[src/rtl/lcdt_pkg.sv]
package lcdt_pkg;
    localparam int HF_W     = 7;
    localparam int VF_W     = 10;
    localparam int GRP_LOG  = 3;
    localparam int PIX_W    = HF_W + GRP_LOG;

    typedef struct packed {
        logic [HF_W-1:0] htot;
        logic [HF_W-1:0] hvis;
        logic [VF_W-1:0] vtot;
        logic [VF_W-1:0] vvis;
    } tcfg_t;
endpackage

[src/rtl/lcdt_shadow.sv]
module lcdt_shadow
    import lcdt_pkg::*;
(
    input  logic  clk,
    input  logic  rst_n,
    input  logic  frame_wrap,
    input  tcfg_t cfg_in,
    output tcfg_t cfg_q,
    output logic  primed_q
);
    typedef struct packed {
        tcfg_t cfg;
        logic  primed;
    } shd_t;

    shd_t st_d, st_q;

    always_comb begin
        st_d = st_q;
        st_d.primed = 1'b1;
        if (!st_q.primed || frame_wrap) begin
            st_d.cfg = cfg_in;
        end
    end

    always_ff @(posedge clk) begin
        if (!rst_n) begin
            st_q <= '0;
        end else begin
            st_q <= st_d;
        end
    end

    assign cfg_q    = st_q.cfg;
    assign primed_q = st_q.primed;

    // shadow fields only move at a frame start
    p_cfg_hold_r7: assert property (@(posedge clk) disable iff (!rst_n)
        (st_q.primed && !frame_wrap) |=> $stable(st_q.cfg));

    // once running, the block stays running until reset
    p_primed_sticky_r1: assert property (@(posedge clk) disable iff (!rst_n)
        st_q.primed |=> st_q.primed);
endmodule

[src/rtl/lcdt_hcount.sv]
module lcdt_hcount
    import lcdt_pkg::*;
(
    input  logic            clk,
    input  logic            rst_n,
    input  logic            run,
    input  logic [HF_W-1:0] htot,
    output logic [HF_W-1:0] grp_q,
    output logic [PIX_W-1:0] pix_q,
    output logic            line_end
);
    localparam logic [GRP_LOG-1:0] SUB_LAST = '1;

    typedef struct packed {
        logic [HF_W-1:0]    grp;
        logic [GRP_LOG-1:0] sub;
    } hpos_t;

    hpos_t st_d, st_q;

    always_comb begin
        line_end = run && (st_q.grp == htot) && (st_q.sub == SUB_LAST);
        st_d = st_q;
        if (run) begin
            if (st_q.sub == SUB_LAST) begin
                st_d.sub = '0;
                if (st_q.grp == htot) begin
                    st_d.grp = '0;
                end else begin
                    st_d.grp = st_q.grp + 1'b1;
                end
            end else begin
                st_d.sub = st_q.sub + 1'b1;
            end
        end
    end

    always_ff @(posedge clk) begin
        if (!rst_n) begin
            st_q <= '0;
        end else begin
            st_q <= st_d;
        end
    end

    assign grp_q = st_q.grp;
    assign pix_q = {st_q.grp, st_q.sub};

    // inside a line the position advances by exactly one
    p_pix_step_r2: assert property (@(posedge clk) disable iff (!rst_n)
        (run && !line_end) |=> (pix_q == $past(pix_q) + {{(PIX_W-1){1'b0}}, 1'b1}));

    // the position returns to zero after the last clock of a line
    p_pix_wrap_r2: assert property (@(posedge clk) disable iff (!rst_n)
        line_end |=> (pix_q == '0));
endmodule

[src/rtl/lcdt_vcount.sv]
module lcdt_vcount
    import lcdt_pkg::*;
(
    input  logic            clk,
    input  logic            rst_n,
    input  logic            step,
    input  logic [VF_W-1:0] vtot,
    output logic [VF_W-1:0] line_q,
    output logic            frame_wrap
);
    typedef struct packed {
        logic [VF_W-1:0] line;
    } vpos_t;

    vpos_t st_d, st_q;

    always_comb begin
        frame_wrap = step && (st_q.line == vtot);
        st_d = st_q;
        if (step) begin
            if (st_q.line == vtot) begin
                st_d.line = '0;
            end else begin
                st_d.line = st_q.line + 1'b1;
            end
        end
    end

    always_ff @(posedge clk) begin
        if (!rst_n) begin
            st_q <= '0;
        end else begin
            st_q <= st_d;
        end
    end

    assign line_q = st_q.line;

    // the line position only moves at the end of a line
    p_line_hold_r3: assert property (@(posedge clk) disable iff (!rst_n)
        !step |=> $stable(line_q));

    // the line position never passes the frame length
    p_line_bound_r3: assert property (@(posedge clk) disable iff (!rst_n)
        frame_wrap |=> (line_q == '0));
endmodule

[src/rtl/lcd_panel_timer.sv]
module lcd_panel_timer
    import lcdt_pkg::*;
(
    input  logic             clk,
    input  logic             rst_n,
    input  logic [HF_W-1:0]  cfg_htotal,
    input  logic [HF_W-1:0]  cfg_hdisp,
    input  logic [VF_W-1:0]  cfg_vtotal,
    input  logic [VF_W-1:0]  cfg_vdisp,
    output logic             line_pulse,
    output logic             frame_pulse,
    output logic             disp_en,
    output logic [PIX_W-1:0] pix_cnt,
    output logic [VF_W-1:0]  line_cnt
);
    tcfg_t            cfg_in;
    tcfg_t            cfg;
    logic             primed;
    logic             line_end;
    logic             frame_wrap;
    logic [HF_W-1:0]  grp;
    logic [HF_W-1:0]  lp_grp;
    logic [VF_W-1:0]  fp_line;
    logic             h_vis;
    logic             v_vis;

    assign cfg_in = '{htot: cfg_htotal, hvis: cfg_hdisp,
                      vtot: cfg_vtotal, vvis: cfg_vdisp};

    lcdt_shadow u_shadow (
        .clk        (clk),
        .rst_n      (rst_n),
        .frame_wrap (frame_wrap),
        .cfg_in     (cfg_in),
        .cfg_q      (cfg),
        .primed_q   (primed)
    );

    lcdt_hcount u_hcount (
        .clk      (clk),
        .rst_n    (rst_n),
        .run      (primed),
        .htot     (cfg.htot),
        .grp_q    (grp),
        .pix_q    (pix_cnt),
        .line_end (line_end)
    );

    lcdt_vcount u_vcount (
        .clk        (clk),
        .rst_n      (rst_n),
        .step       (line_end),
        .vtot       (cfg.vtot),
        .line_q     (line_cnt),
        .frame_wrap (frame_wrap)
    );

    // strobe placement, clamped when the visible part fills the period
    always_comb begin
        lp_grp  = (cfg.hvis < cfg.htot) ? cfg.hvis + 1'b1 : cfg.htot;
        fp_line = (cfg.vvis < cfg.vtot) ? cfg.vvis + 1'b1 : cfg.vtot;
        h_vis   = (grp <= cfg.hvis);
        v_vis   = (line_cnt <= cfg.vvis);
        disp_en     = primed && h_vis && v_vis;
        line_pulse  = primed && (grp == lp_grp);
        frame_pulse = primed && (line_cnt == fp_line);
    end

    // nothing is driven before the first frame starts
    p_idle_r1: assert property (@(posedge clk) disable iff (!rst_n)
        !primed |-> (!disp_en && !line_pulse && !frame_pulse));

    // the visible flag never appears on a blank line
    p_de_rows_r4: assert property (@(posedge clk) disable iff (!rst_n)
        disp_en |-> (line_cnt <= cfg.vvis));

    // with a blank part present, the line strobe stays out of the visible area
    p_lp_blank_r5: assert property (@(posedge clk) disable iff (!rst_n)
        (line_pulse && (cfg.hvis < cfg.htot)) |-> !disp_en);

    // the frame strobe keeps its level through a line
    p_fp_line_r6: assert property (@(posedge clk) disable iff (!rst_n)
        (primed && !line_end) |=> (frame_pulse == $past(frame_pulse)));
endmodule

[config.mk]
export PLATFORM = sky130hd
export DESIGN_NAME = lcd_panel_timer
export DESIGN_NICKNAME = d
export VERILOG_FILES = /design/src/rtl/lcdt_pkg.sv /design/src/rtl/lcdt_shadow.sv /design/src/rtl/lcdt_hcount.sv /design/src/rtl/lcdt_vcount.sv /design/src/rtl/lcd_panel_timer.sv
export SDC_FILE = /design/constraint.sdc
export NUM_CORES = 1
export LEC_CHECK = 0
export CAP_MARGIN = 20
export CORE_AREA = 4 4 90 92
export DETAILED_ROUTE_END_ITERATION = 8
export DIE_AREA = 0 0 94 96
export GPL_ROUTABILITY_DRIVEN = 0
export GPL_TIMING_DRIVEN = 0
export PLACE_DENSITY_LB_ADDON = 0.2
export SYNTH_ARGS = -nofsm -noshare
export SYNTH_HDL_FRONTEND = slang
export SYNTH_SLANG_ARGS = --single-unit
[constraint.sdc]
create_clock -name clk -period 3.5 [get_ports clk]
set_input_delay 0.7 -clock clk [delete_from_list [all_inputs] [get_ports clk]]
set_output_delay 0.7 -clock clk [all_outputs]
set_load 0.005 [all_outputs]
==> results of run 1 <==
-- layout by cell type (no fill, tap or decap), drive strengths merged, types with 10 or more instances in the layout --
master | netlist | final
nand2 | 24 | 24
inv | 37 | 38
nor2b | 39 | 39
mux2i | 40 | 40
buf | 9 | 10
xor2 | 17 | 17
nand3 | 19 | 19
nor3 | 10 | 10
clkdlybuf4s50 | 0 | 56
a21oi | 13 | 13
ha | 38 | 38
dfxtp | 55 | 55
clkbuf | 8 | 13
nor2 | 22 | 22
xnor2 | 36 | 36
-- cells in the mapped netlist (4+ instances only) --
library cell	instances	area share, %
a211oi_1	4	0.77
a21o_1	5	0.96
a21oi_1	13	1.7
and3_1	8	1.3
clkbuf_1	6	0.58
dfxtp_1	55	28
ha_1	38	12
inv_1	37	3.5
mux2i_1	40	10
nand2_1	24	2.3
nand3_1	18	2.3
nand4_1	7	1.1
nor2_1	22	2.1
nor2b_1	39	6.2
nor3_1	9	1.2
nor4_1	4	0.64
o21ai_0	7	0.89
xnor2_1	36	8.1
xor2_1	17	3.8
-- where the power goes --
part	leakage, nW	internal, mW	total, mW	switching, mW
Clock	0.0502	0.149	0.377	0.229
Sequential	0.454	0.653	0.692	0.0396
Combinational	1.52	0.183	0.334	0.151
-- what timing repair did --
item                       4_1_cts  5_1_grt
setup endpoints to repair        2        3
pin swaps                        1        2
buffers inserted                 0        1
resized for setup                9       11
-- through the flow --
step / total power, mW / instances
after floorplan: 0.915 / 442
after global placement: 1.01 / 599
after detailed placement: 1.02 / 599
after CTS: 1.41 / 607
after global routing: 1.49 / 608
final: 1.40 / 608
-- cells by family (layout without fill, tap and decap cells) --
group	after synthesis	after routing	share of synthesized area (%)
muxes	41	41	10.5
DFF	55	55	28.1
buffers and inverters	54	121	7.28
and+or+nand+nor	148	148	20.9
AOI/OAI and AO/OA	53	53	9.23
adders and majority gates	38	38	12.1
xor gates and xnor gates	53	53	11.9
-- worst max-delay path, cell delays in order (launching register included) --
cell,delay [ns]
dfxtp_1,0.51
inv_1,0.08
ha_1,0.19
a21o_1,0.17
a21o_1,0.17
a21o_1,0.17
a211oi_1,0.25
o21ai_0,0.11
a21oi_1,0.17
clkdlybuf4s50_1,0.53
-- how the worst max path moves through the flow --
stage	startpoint	to	depth (start not counted)
after floorplan	u_shadow.cfg_q[19]	frame_pulse	8
after global placement	u_shadow.cfg_q[4]	frame_pulse	8
after detailed placement	u_shadow.cfg_q[7]	frame_pulse	8
after CTS	u_shadow.cfg_q[3]	disp_en	9
after global routing	u_shadow.cfg_q[1]	frame_pulse	8
final	u_shadow.cfg_q[2]	disp_en	9
-- sequential cells by signal (all words and copies together), names as in the netlist --
| signal | count |
|---|---|
| u_shadow.cfg_q | 34 |
| u_vcount.line_q | 10 |
| u_hcount.grp_q | 7 |
| u_hcount.pix_q | 3 |
| u_shadow.primed_q | 1 |
-- routing by layer --
metal / wire length (um) / GRT usage (%) / vias up
li1: - / - / 1657
met1: 4100 / 26.4 / 1555
met2: 4610 / 37.6 / 84
met3: 399 / 3.05 / 6
met4: 66 / 6.14 / 0
met5: 0 / 0 / -
-- final cells by class --
type                    instances  area share, %
clock buffers                   5           1.44
multi-input cells             333           53.7
inverters                      37           2.91
clock inverters                 3          0.603
plain buffers                  17           3.07
flip-flops and latches         55           23.4
well taps                      99           2.60
repair buffers                 59           12.4
==> load_flow_metrics.sql, run 1 <==
INSERT INTO impl_metrics (metric_group, metric, value, unit) VALUES
('drt', 'drt.antenna.violating_nets', '0', ''),
('timing', 'final_period_minus_worst_setup_slack', '3.35', 'ns'),
('critical_path', 'criticalPathCategory', 'flop to primary output', ''),
('floorplan', 'ioPinCount', '59', ''),
('critical_path', 'timing.reg2reg.setup_slack', '1.20', 'ns'),
('global_routing', 'globalRoute.totalOverflow', '0', ''),
('synth', 'synth_sequential_area_ratio', '28.1', '%'),
('synth', 'synthDistinctLibCells', '51', ''),
('floorplan', 'initial_utilization', '54.3', '%'),
('synth', 'synth_enable_flop_cells', '0', ''),
('critical_path', 'destination_of_the_worst_register_to_register_timing_path', 'u_vcount.line_q[9]', ''),
('synth', 'yosys_warnings', '0', ''),
('pwr', 'power_per_cell_area', '294', 'mW/mm^2'),
('clock_tree', 'cts_hold_buf', '0', ''),
('cells_and_area', 'area_growth_syn_to_layout', '21.8', '%'),
('worst_hold_path', 'hold_path.class', 'flop to flop', ''),
('drt', 'initialDrtViolationCount', '159', ''),
('pwr', 'static_leakage', '2.02', 'nW'),
('drt', 'drcViolationCount', '0', ''),
('cells_and_area', 'finish.net_count', '582', ''),
('cells_and_area', 'drive_above_1_share', '9.04', '%'),
('drt', 'drt-pass1-iter-count', '5', ''),
('synth', 'postSynthCellCount', '442', ''),
('floorplan', 'num_rows', '31', ''),
('place', 'detailed_place.area', '0.00462', 'mm^2'),
('synth', 'asyncSetResetFlopFracSynth', '0', '%'),
('cells_and_area', 'fillerInstances', '636', ''),
('synth', 'postSynthNetCount', '516', ''),
('timing', 'final-hold-violation-count', '0', ''),
('clock_tree', 'clock_tree_from_tritoncts', 'done', ''),
('global_routing', 'grt_start_max_net_pins', '20', ''),
('timing', 'maximum_operating_frequency', '299', 'MHz'),
('critical_path', 'reg2regPathDepth', '7', ''),
('clock_tree', 'htreeDepth', '2', ''),
('cells_and_area', 'num_antenna_cells', '0', ''),
('synth', 'synthesis.area_per_instance', '8.86', 'um^2'),
('drt', 'vias', '3302', ''),
('critical_path', 'timing.critical_path.required', '2.80', 'ns'),
('critical_path', 'worstPathArrival', '2.65', 'ns'),
('timing', 'hold_ws', '0.552', 'ns'),
('timing', 'worstMarginPinSlew', '0.538', 'ns'),
('global_routing', 'first_pass_grt_wire_length', '15.2', 'mm'),
('critical_path', 'rr_startpoint', 'u_hcount.pix_q[0]', ''),
('pwr', 'worst_ir_drop_vdd', '0.179', 'mV'),
('drt', 'routed_wl', '9.18', 'mm'),
('place', 'numPortBuffers', '58', ''),
('clock_tree', 'tritoncts.num_buffers', '5', ''),
('worst_hold_path', 'hp-start', 'u_hcount.pix_q[1]', ''),
('timing', 'setup-tns-final', '0', 'ns'),
('synth', 'synth-seq-cells', '55', ''),
('clock_tree', 'numClockSinks', '55', ''),
('floorplan', 'design.core.area', '0.00721', 'mm^2'),
('timing', 'timing.final.max_slew_violations', '0', ''),
('drt', 'via_per_inst', '5.43', ''),
('critical_path', 'worstPathMaxFanout', '7', ''),
('critical_path', 'setup.worst_path.start_class', 'flop', ''),
('timing', 'report.final.setup_viol', '0', ''),
('clock_tree', 'clockBufferDepth', '2', ''),
('run', 'cap_violations', '0', ''),
('place', 'post-place-ws', '0.0671', 'ns'),
('global_routing', 'global_route_usage_over_all_layers', '21.1', '%'),
('synth', 'synth.cell_area', '0.00392', 'mm^2'),
('place', 'post-dp-hpwl', '7.31', 'mm'),
('timing', 'setup_ws', '0.150', 'ns'),
('cells_and_area', 'regArea', '0.00111', 'mm^2'),
('clock_tree', 'cts_root_buffer', 'clkbuf_8', ''),
('cells_and_area', 'final_core_util', '66.1', '%'),
('floorplan', 'die-area', '0.00902', 'mm^2'),
('synth', 'yosys_most_used_dff', 'dfxtp_1', ''),
('timing', 'slew_headroom', '63.9', '%'),
('floorplan', 'chipHeight', '96', 'um'),
('outcome', 'run_status', 'completed', ''),
('timing', 'timing.final.crit_share', '95.7', '%'),
('clock_tree', 'clk-insertion-delay-late', '0.32', 'ns'),
('cells_and_area', 'post_route_cell_area', '0.00477', 'mm^2'),
('clock_tree', 'cts.reportedPaths.clkPinSlew', '0.11', 'ns'),
('timing', 'timing.clock.skew', '0.00589', 'ns'),
('global_routing', 'antenna_found_initial', '0', ''),
('critical_path', 'worst_setup_path_end_kind', 'primary output', ''),
('worst_hold_path', 'number_of_cells_on_the_worst_hold_path', '2', ''),
('floorplan', 'fp.dieW', '94', 'um'),
('drt', 'wl_per_cell', '15.1', 'um'),
('global_routing', 'first_global_vias', '3223', ''),
('cells_and_area', 'multi_input_area', '0.00256', 'mm^2'),
('worst_hold_path', 'timing.hold.worst_endpoint', 'u_hcount.pix_q[1]', '');
Note: power is estimated with default switching activity, not from simulation.
==> run 2, diff against run 1 <==
- CORE_AREA: 4 4 90 92 -> 2 2 88 90
- DIE_AREA: 0 0 94 96 -> 0 0 90 92
- clock period: 3.5 -> 4.3 ns (I/O delays scaled with it)
==> run 2 against run 1 <==
  * Via count fell by 0.70%
  * Register-to-register slack better by 0.79 ns
  * Combinational power is 22% lower
  * Clock power is 20% lower
  * Critical path type unchanged
  * Largest cell class unchanged
==> load_flow_metrics.sql, run 2 (synthesis gave the netlist of run 1 again) <==
INSERT INTO impl_metrics (metric_group, metric, value, unit) VALUES
('drt', 'wl_per_cell', '14.9', 'um'),
('cells_and_area', 'layout.cells.most_common_list', '58 x clkdlybuf4s50_1, 55 x dfxtp_1, 40 x mux2i_1', ''),
('pwr', 'p_comb_share', '23.1', '%'),
('critical_path', 'worst_path_dominant_cell_family', 'compound AO/OA/AOI/OAI gates', ''),
('critical_path', 'worst_path_largest_cell_delay', '0.61', 'ns'),
('critical_path', 'worst_setup_path_end_kind', 'primary output', ''),
('cells_and_area', 'finish.cell_count_without_fillers', '610', ''),
('cells_and_area', 'multi_input_area', '0.00253', 'mm^2'),
('pwr', 'netSwitchingPower', '0.336', 'mW'),
('clock_tree', 'cts_hold_buf', '0', ''),
('pwr', 'static_leakage', '1.98', 'nW'),
('clock_tree', 'cts.reportedPaths.clkPinSlew', '0.10', 'ns'),
('floorplan', 'ioPinCount', '59', ''),
('timing', 'timing.clock.skew', '0.00933', 'ns'),
('clock_tree', 'clock_tree_from_tritoncts', 'done', ''),
('clock_tree', 'clk-insertion-delay-late', '0.32', 'ns'),
('floorplan', 'die-area', '0.00828', 'mm^2'),
('timing', 'worstMarginPinSlew', '0.632', 'ns'),
('drt', 'drt.antenna.violating_nets', '0', ''),
('pwr', 'power_per_cell_area', '239', 'mW/mm^2'),
('clock_tree', 'ctsResizeCount', '0', ''),
('pwr', 'switching_share', '29.9', '%'),
('run', 'cap_violations', '0', ''),
('worst_hold_path', 'hp-start', 'u_hcount.pix_q[1]', ''),
('clock_tree', 'clockBufferDepth', '2', ''),
('drt', 'drt-pass1-iter-count', '4', ''),
('timing', 'timing.final.max_slew_violations', '0', ''),
('cells_and_area', 'regArea', '0.00110', 'mm^2'),
('floorplan', 'initial_utilization', '52.6', '%'),
('place', 'dp.cells', '602', ''),
('floorplan', 'design.core.area', '0.00745', 'mm^2'),
('pwr', 'part_of_the_power_in_the_clock_network', '26.9', '%'),
('critical_path', 'setup.worst_path.start_class', 'flop', ''),
('place', 'post-dp-hpwl', '7.20', 'mm'),
('drt', 'initialDrtViolationCount', '134', ''),
('timing', 'final_period_minus_worst_setup_slack', '3.96', 'ns'),
('critical_path', 'worstPathArrival', '3.10', 'ns'),
('timing', 'slew_headroom', '57.8', '%'),
('cells_and_area', 'area_growth_syn_to_layout', '20.5', '%'),
('cells_and_area', 'drive_above_1_share', '6.30', '%'),
('pwr', 'power_frac_seq', '50.0', '%'),
('drt', 'via_per_inst', '5.38', ''),
('place', 'numPortBuffers', '58', ''),
('critical_path', 'startpoint', 'u_shadow.cfg_q[4]', ''),
('cells_and_area', 'max_ffs_per_register', '34', ''),
('global_routing', 'global_route_usage_over_all_layers', '22.9', '%'),
('cells_and_area', 'layout_commonest_cell', 'clkdlybuf4s50_1', ''),
('critical_path', 'timing.critical_path.required', '3.44', 'ns'),
('critical_path', 'criticalPathCategory', 'flop to primary output', ''),
('floorplan', 'fp.dieW', '90', 'um'),
('floorplan', 'chipHeight', '92', 'um'),
('critical_path', 'critical_path.n_buffers_inverters', '1', ''),
('global_routing', 'first_pass_grt_wire_length', '15.7', 'mm'),
('cells_and_area', 'finish.net_count', '581', ''),
('drt', 'routed_wl', '9.08', 'mm'),
('pwr', 'worst_ir_drop_vdd', '0.154', 'mV'),
('timing', 'final-hold-violation-count', '0', ''),
('clock_tree', 'cts_root_buffer', 'clkbuf_8', ''),
('pwr', 'intPower', '0.790', 'mW'),
('critical_path', 'worstPathMaxFanout', '6', ''),
('clock_tree', 'htreeDepth', '2', ''),
('floorplan', 'num_rows', '32', ''),
('clock_tree', 'tritoncts.num_buffers', '5', ''),
('outcome', 'run_status', 'completed', ''),
('timing', 'maximum_operating_frequency', '252', 'MHz'),
('global_routing', 'antenna_found_initial', '0', ''),
('critical_path', 'rr_startpoint', 'u_hcount.pix_q[0]', ''),
('timing', 'grt_setup_unrepaired', 'no', ''),
('global_routing', 'globalRoute.totalOverflow', '0', ''),
('critical_path', 'critical_path.slowest_cell', 'clkdlybuf4s50_1', ''),
('clock_tree', 'numClockSinks', '55', ''),
('drt', 'drcViolationCount', '0', ''),
('global_routing', 'grt_start_max_net_pins', '19', ''),
('cells_and_area', 'num_antenna_cells', '0', ''),
('critical_path', 'path_cells', 'ha_1, a21oi_1, nand2_1, a31oi_1, nand3_1, and3_1, a2111oi_0, clkdlybuf4s50_1', ''),
('timing', 'report.final.setup_viol', '0', ''),
('drt', 'vias', '3279', ''),
('timing', 'setup-tns-final', '0', 'ns'),
('cells_and_area', 'fillerInstances', '682', ''),
('worst_hold_path', 'hold_path.class', 'flop to flop', ''),
('clock_tree', 'postCtsSetupRepairBufs', '0', ''),
('global_routing', 'first_global_vias', '3437', ''),
('timing', 'timing.final.crit_share', '92.1', '%');
-- run 2: path summary, 6_finish.rpt --
kind / endpoint / depth (start not counted) / slack [ns]
worst max-delay path: frame_pulse / 8 / 0.34
worst max register to register: u_vcount.line_q[9] / 7 / 1.99
worst min register to register: u_hcount.pix_q[1] / 2 / 0.55
worst min-delay path: u_hcount.pix_q[1] / 2 / 0.55
-- run 2: layer usage --
metal | wire length [um] | GRT usage (%)
met5 | 0 | 0
met2 | 4390 | 40.9
met3 | 374 | 3.53
met4 | 156 | 7.56
met1 | 4160 | 28.3
-- run 2: cell type report --
cell class | instances | area share, %
Buffer | 17 | 3.10
Clock buffer | 5 | 1.46
Clock inverter | 3 | 0.530
Inverter | 37 | 2.94
Multi-Input combinational cell | 333 | 53.6
Sequential cell | 55 | 23.3
Tap cell | 102 | 2.70
Timing Repair Buffer | 58 | 12.3
-- run 2: tightest hold or removal path, stage by stage (launching register included) --
cell     delay (ns)
dfxtp_1        0.34
mux2i_1        0.12
nor2b_1        0.05
-- run 2: per-stage QoR --
| stage | hold slack [ns] | power [mW] | setup WS (ns) | util, % | area [um^2] |
|---|---|---|---|---|---|
| 6_report | 0.550 | 1.13 | 0.339 | 63.4 | 4720 |
| 5_1_grt | 0.582 | 1.19 | 0.158 | 63.4 | 4720 |
| 4_1_cts | 0.554 | 1.13 | 0.378 | 63.4 | 4720 |
| 3_5_place_dp | 0.538 | 0.834 | 0.766 | 62.1 | 4620 |
| 3_3_place_gp | 0.531 | 0.823 | 0.731 | 62.1 | 4620 |
| 2_1_floorplan | 0.512 | 0.744 | 1.60 | - | 3920 |
-- run 2: power groups by stage --
stage	sequential, mW	combinational [mW]	clock, mW
after floorplan	0.563	0.182	0
after global placement	0.574	0.249	0
after detailed placement	0.575	0.259	0
after CTS	0.563	0.261	0.307
after global routing	0.567	0.293	0.328
final	0.563	0.260	0.303
==> run 3, diff against run 2 <==
- CORE_AREA: 2 2 88 90 -> 2 2 101 79
- DIE_AREA: 0 0 90 92 -> 0 0 103 81
==> run 3 against run 2 <==
  * Global-route usage grew 0.48 points
  * Critical endpoint unchanged
  * Setup slack worse by 0.17 ns
  * Largest cell class unchanged
  * Count of clock-buffer cells in the layout is 1 higher
  * Highest routed layer unchanged
  * Die area increased by 0.76%
  * Cell count up 0.49%
==> load_flow_metrics.sql, run 3 (synthesis gave the netlist of run 1 again) <==
INSERT INTO impl_metrics (metric_group, metric, value, unit) VALUES
('floorplan', 'num_rows', '28', ''),
('timing', 'setup-tns-final', '0', 'ns'),
('pwr', 'static_leakage', '2.00', 'nW'),
('global_routing', 'antenna_found_initial', '0', ''),
('critical_path', 'worstPathMaxFanout', '7', ''),
('outcome', 'run_status', 'completed', ''),
('drt', 'routed_wl', '9.42', 'mm'),
('drt', 'drcViolationCount', '0', ''),
('cells_and_area', 'drive_above_1_share', '6.10', '%'),
('cells_and_area', 'layout_commonest_cell', 'clkdlybuf4s50_1', ''),
('timing', 'final_period_minus_worst_setup_slack', '4.13', 'ns'),
('clock_tree', 'tritoncts.num_buffers', '5', ''),
('timing', 'final-hold-violation-count', '0', ''),
('floorplan', 'die-area', '0.00834', 'mm^2'),
('cells_and_area', 'finish.net_count', '581', ''),
('floorplan', 'initial_utilization', '52.2', '%'),
('global_routing', 'global_route_usage_over_all_layers', '23.4', '%'),
('critical_path', 'worst_setup_path_end_kind', 'primary output', ''),
('clock_tree', 'clock_tree_from_tritoncts', 'done', ''),
('pwr', 'worst_ir_drop_vdd', '0.178', 'mV'),
('critical_path', 'critical_path.n_buffers_inverters', '1', ''),
('critical_path', 'critical_path.slowest_cell', 'a2111oi_1', ''),
('global_routing', 'first_global_vias', '3140', ''),
('cells_and_area', 'max_ffs_per_register', '34', ''),
('drt', 'vias', '3324', ''),
('critical_path', 'setup.worst_path.start_class', 'flop', ''),
('timing', 'report.final.setup_viol', '0', ''),
('timing', 'slew_headroom', '51.3', '%'),
('place', 'post-dp-hpwl', '7.38', 'mm'),
('worst_hold_path', 'hold_path.class', 'flop to flop', ''),
('critical_path', 'worstPathArrival', '3.27', 'ns'),
('clock_tree', 'clockBufferDepth', '2', ''),
('critical_path', 'criticalPathCategory', 'flop to primary output', ''),
('global_routing', 'first_pass_grt_wire_length', '15.2', 'mm'),
('clock_tree', 'cts_root_buffer', 'clkbuf_8', ''),
('cells_and_area', 'final_core_util', '63.5', '%'),
('clock_tree', 'cts.reportedPaths.clkPinSlew', '0.10', 'ns'),
('place', 'numPortBuffers', '58', ''),
('critical_path', 'timing.critical_path.required', '3.44', 'ns'),
('critical_path', 'timing.reg2reg.setup_slack', '2.00', 'ns'),
('clock_tree', 'htreeDepth', '2', ''),
('floorplan', 'design.core.area', '0.00750', 'mm^2'),
('floorplan', 'fp.dieW', '103', 'um'),
('clock_tree', 'clk-insertion-delay-late', '0.31', 'ns'),
('floorplan', 'ioPinCount', '59', ''),
('drt', 'drt-pass1-iter-count', '5', ''),
('critical_path', 'worst_path_largest_cell_delay', '0.64', 'ns'),
('critical_path', 'worst_path_dominant_cell_family', 'compound AO/OA/AOI/OAI gates', ''),
('global_routing', 'globalRoute.totalOverflow', '0', ''),
('drt', 'drt.antenna.violating_nets', '0', ''),
('clock_tree', 'numClockSinks', '55', ''),
('timing', 'timing.final.crit_share', '96.0', '%'),
('pwr', 'power_per_cell_area', '261', 'mW/mm^2'),
('run', 'cap_violations', '0', ''),
('clock_tree', 'cts_hold_buf', '0', ''),
('timing', 'hold_ws', '0.554', 'ns'),
('timing', 'maximum_operating_frequency', '242', 'MHz'),
('cells_and_area', 'layout.cells.most_common_list', '58 x clkdlybuf4s50_1, 55 x dfxtp_1, 40 x mux2i_1', ''),
('timing', 'timing.clock.skew', '0.00353', 'ns'),
('cells_and_area', 'area_growth_syn_to_layout', '21.6', '%'),
('drt', 'via_per_inst', '5.42', ''),
('drt', 'initialDrtViolationCount', '194', ''),
('timing', 'worstMarginPinSlew', '0.729', 'ns'),
('drt', 'wl_per_cell', '15.4', 'um'),
('timing', 'timing.final.max_slew_violations', '0', ''),
('critical_path', 'path_cells', 'ha_1, a21oi_1, o21ai_0, a31o_2, o21ai_0, a21oi_1, a2111oi_1, clkdlybuf4s50_1', ''),
('cells_and_area', 'num_antenna_cells', '0', ''),
('global_routing', 'grt_start_max_net_pins', '17', ''),
('floorplan', 'chipHeight', '81', 'um'),
('timing', 'grt_setup_unrepaired', 'no', ''),
('pwr', 'finalPower', '1.24', 'mW');
==> run 3: stage by stage <==
stage	cell area [um^2]	setup WS (ns)	cells
after floorplan	3920	1.60	442
after CTS	4760	0.188	613
after global routing	4760	0.0717	613
final	4760	0.172	613
after detailed placement	4630	0.581	605
after global placement	4630	0.695	605
==> run 3: worst register-to-register path, cell delays in order (launching register included) <==
cell and delay [ns]:
dfxtp_1 0.40, ha_1 0.17, ha_1 0.24, nand2_1 0.14
inv_1 0.15, nand4_1 0.30, nor4_1 0.41, mux2_2 0.37
==> run 3: worst paths after layout <==
check	startpoint	to	depth (start not counted)
max	u_shadow.cfg_q[7]	frame_pulse	8
min	u_shadow.cfg_q[15]	u_shadow.cfg_q[15]	2
max reg2reg	u_hcount.pix_q[0]	u_vcount.line_q[9]	7
min reg2reg	u_shadow.cfg_q[15]	u_shadow.cfg_q[15]	2
==> run 3: layout make-up <==
type / count / area (um^2)
fill: 699 / 2740
multi-input combinational: 333 / 2530
sequential: 55 / 1100
timing repair buffer: 58 / 581
buffer: 17 / 146
inverter: 37 / 139
tap: 105 / 131
clock buffer: 6 / 72.6
clock inverter: 2 / 60.1
==> run 3: where the power goes <==
group	internal, mW	switching (mW)
Sequential	0.531	0.0348
Clock	0.233	0.178
Combinational	0.143	0.122
Total	0.906	0.335
==> run 3: per-layer routing <==
metal	vias to the layer above	GRT usage [%]	share of wire [%]	wire [um]
li1	1657	-	-	-
met1	1562	34.1	51	4810
met2	95	35.8	42	4000
met3	10	4.04	5.8	547
met4	0	5.79	0.77	73
met5	-	0	0	0
==> run 3: timing repair <==
item                                    4_1_cts  5_1_grt
gates resized for setup                       0        1
endpoints found under the setup margin        0        1
buffers inserted                              0        0
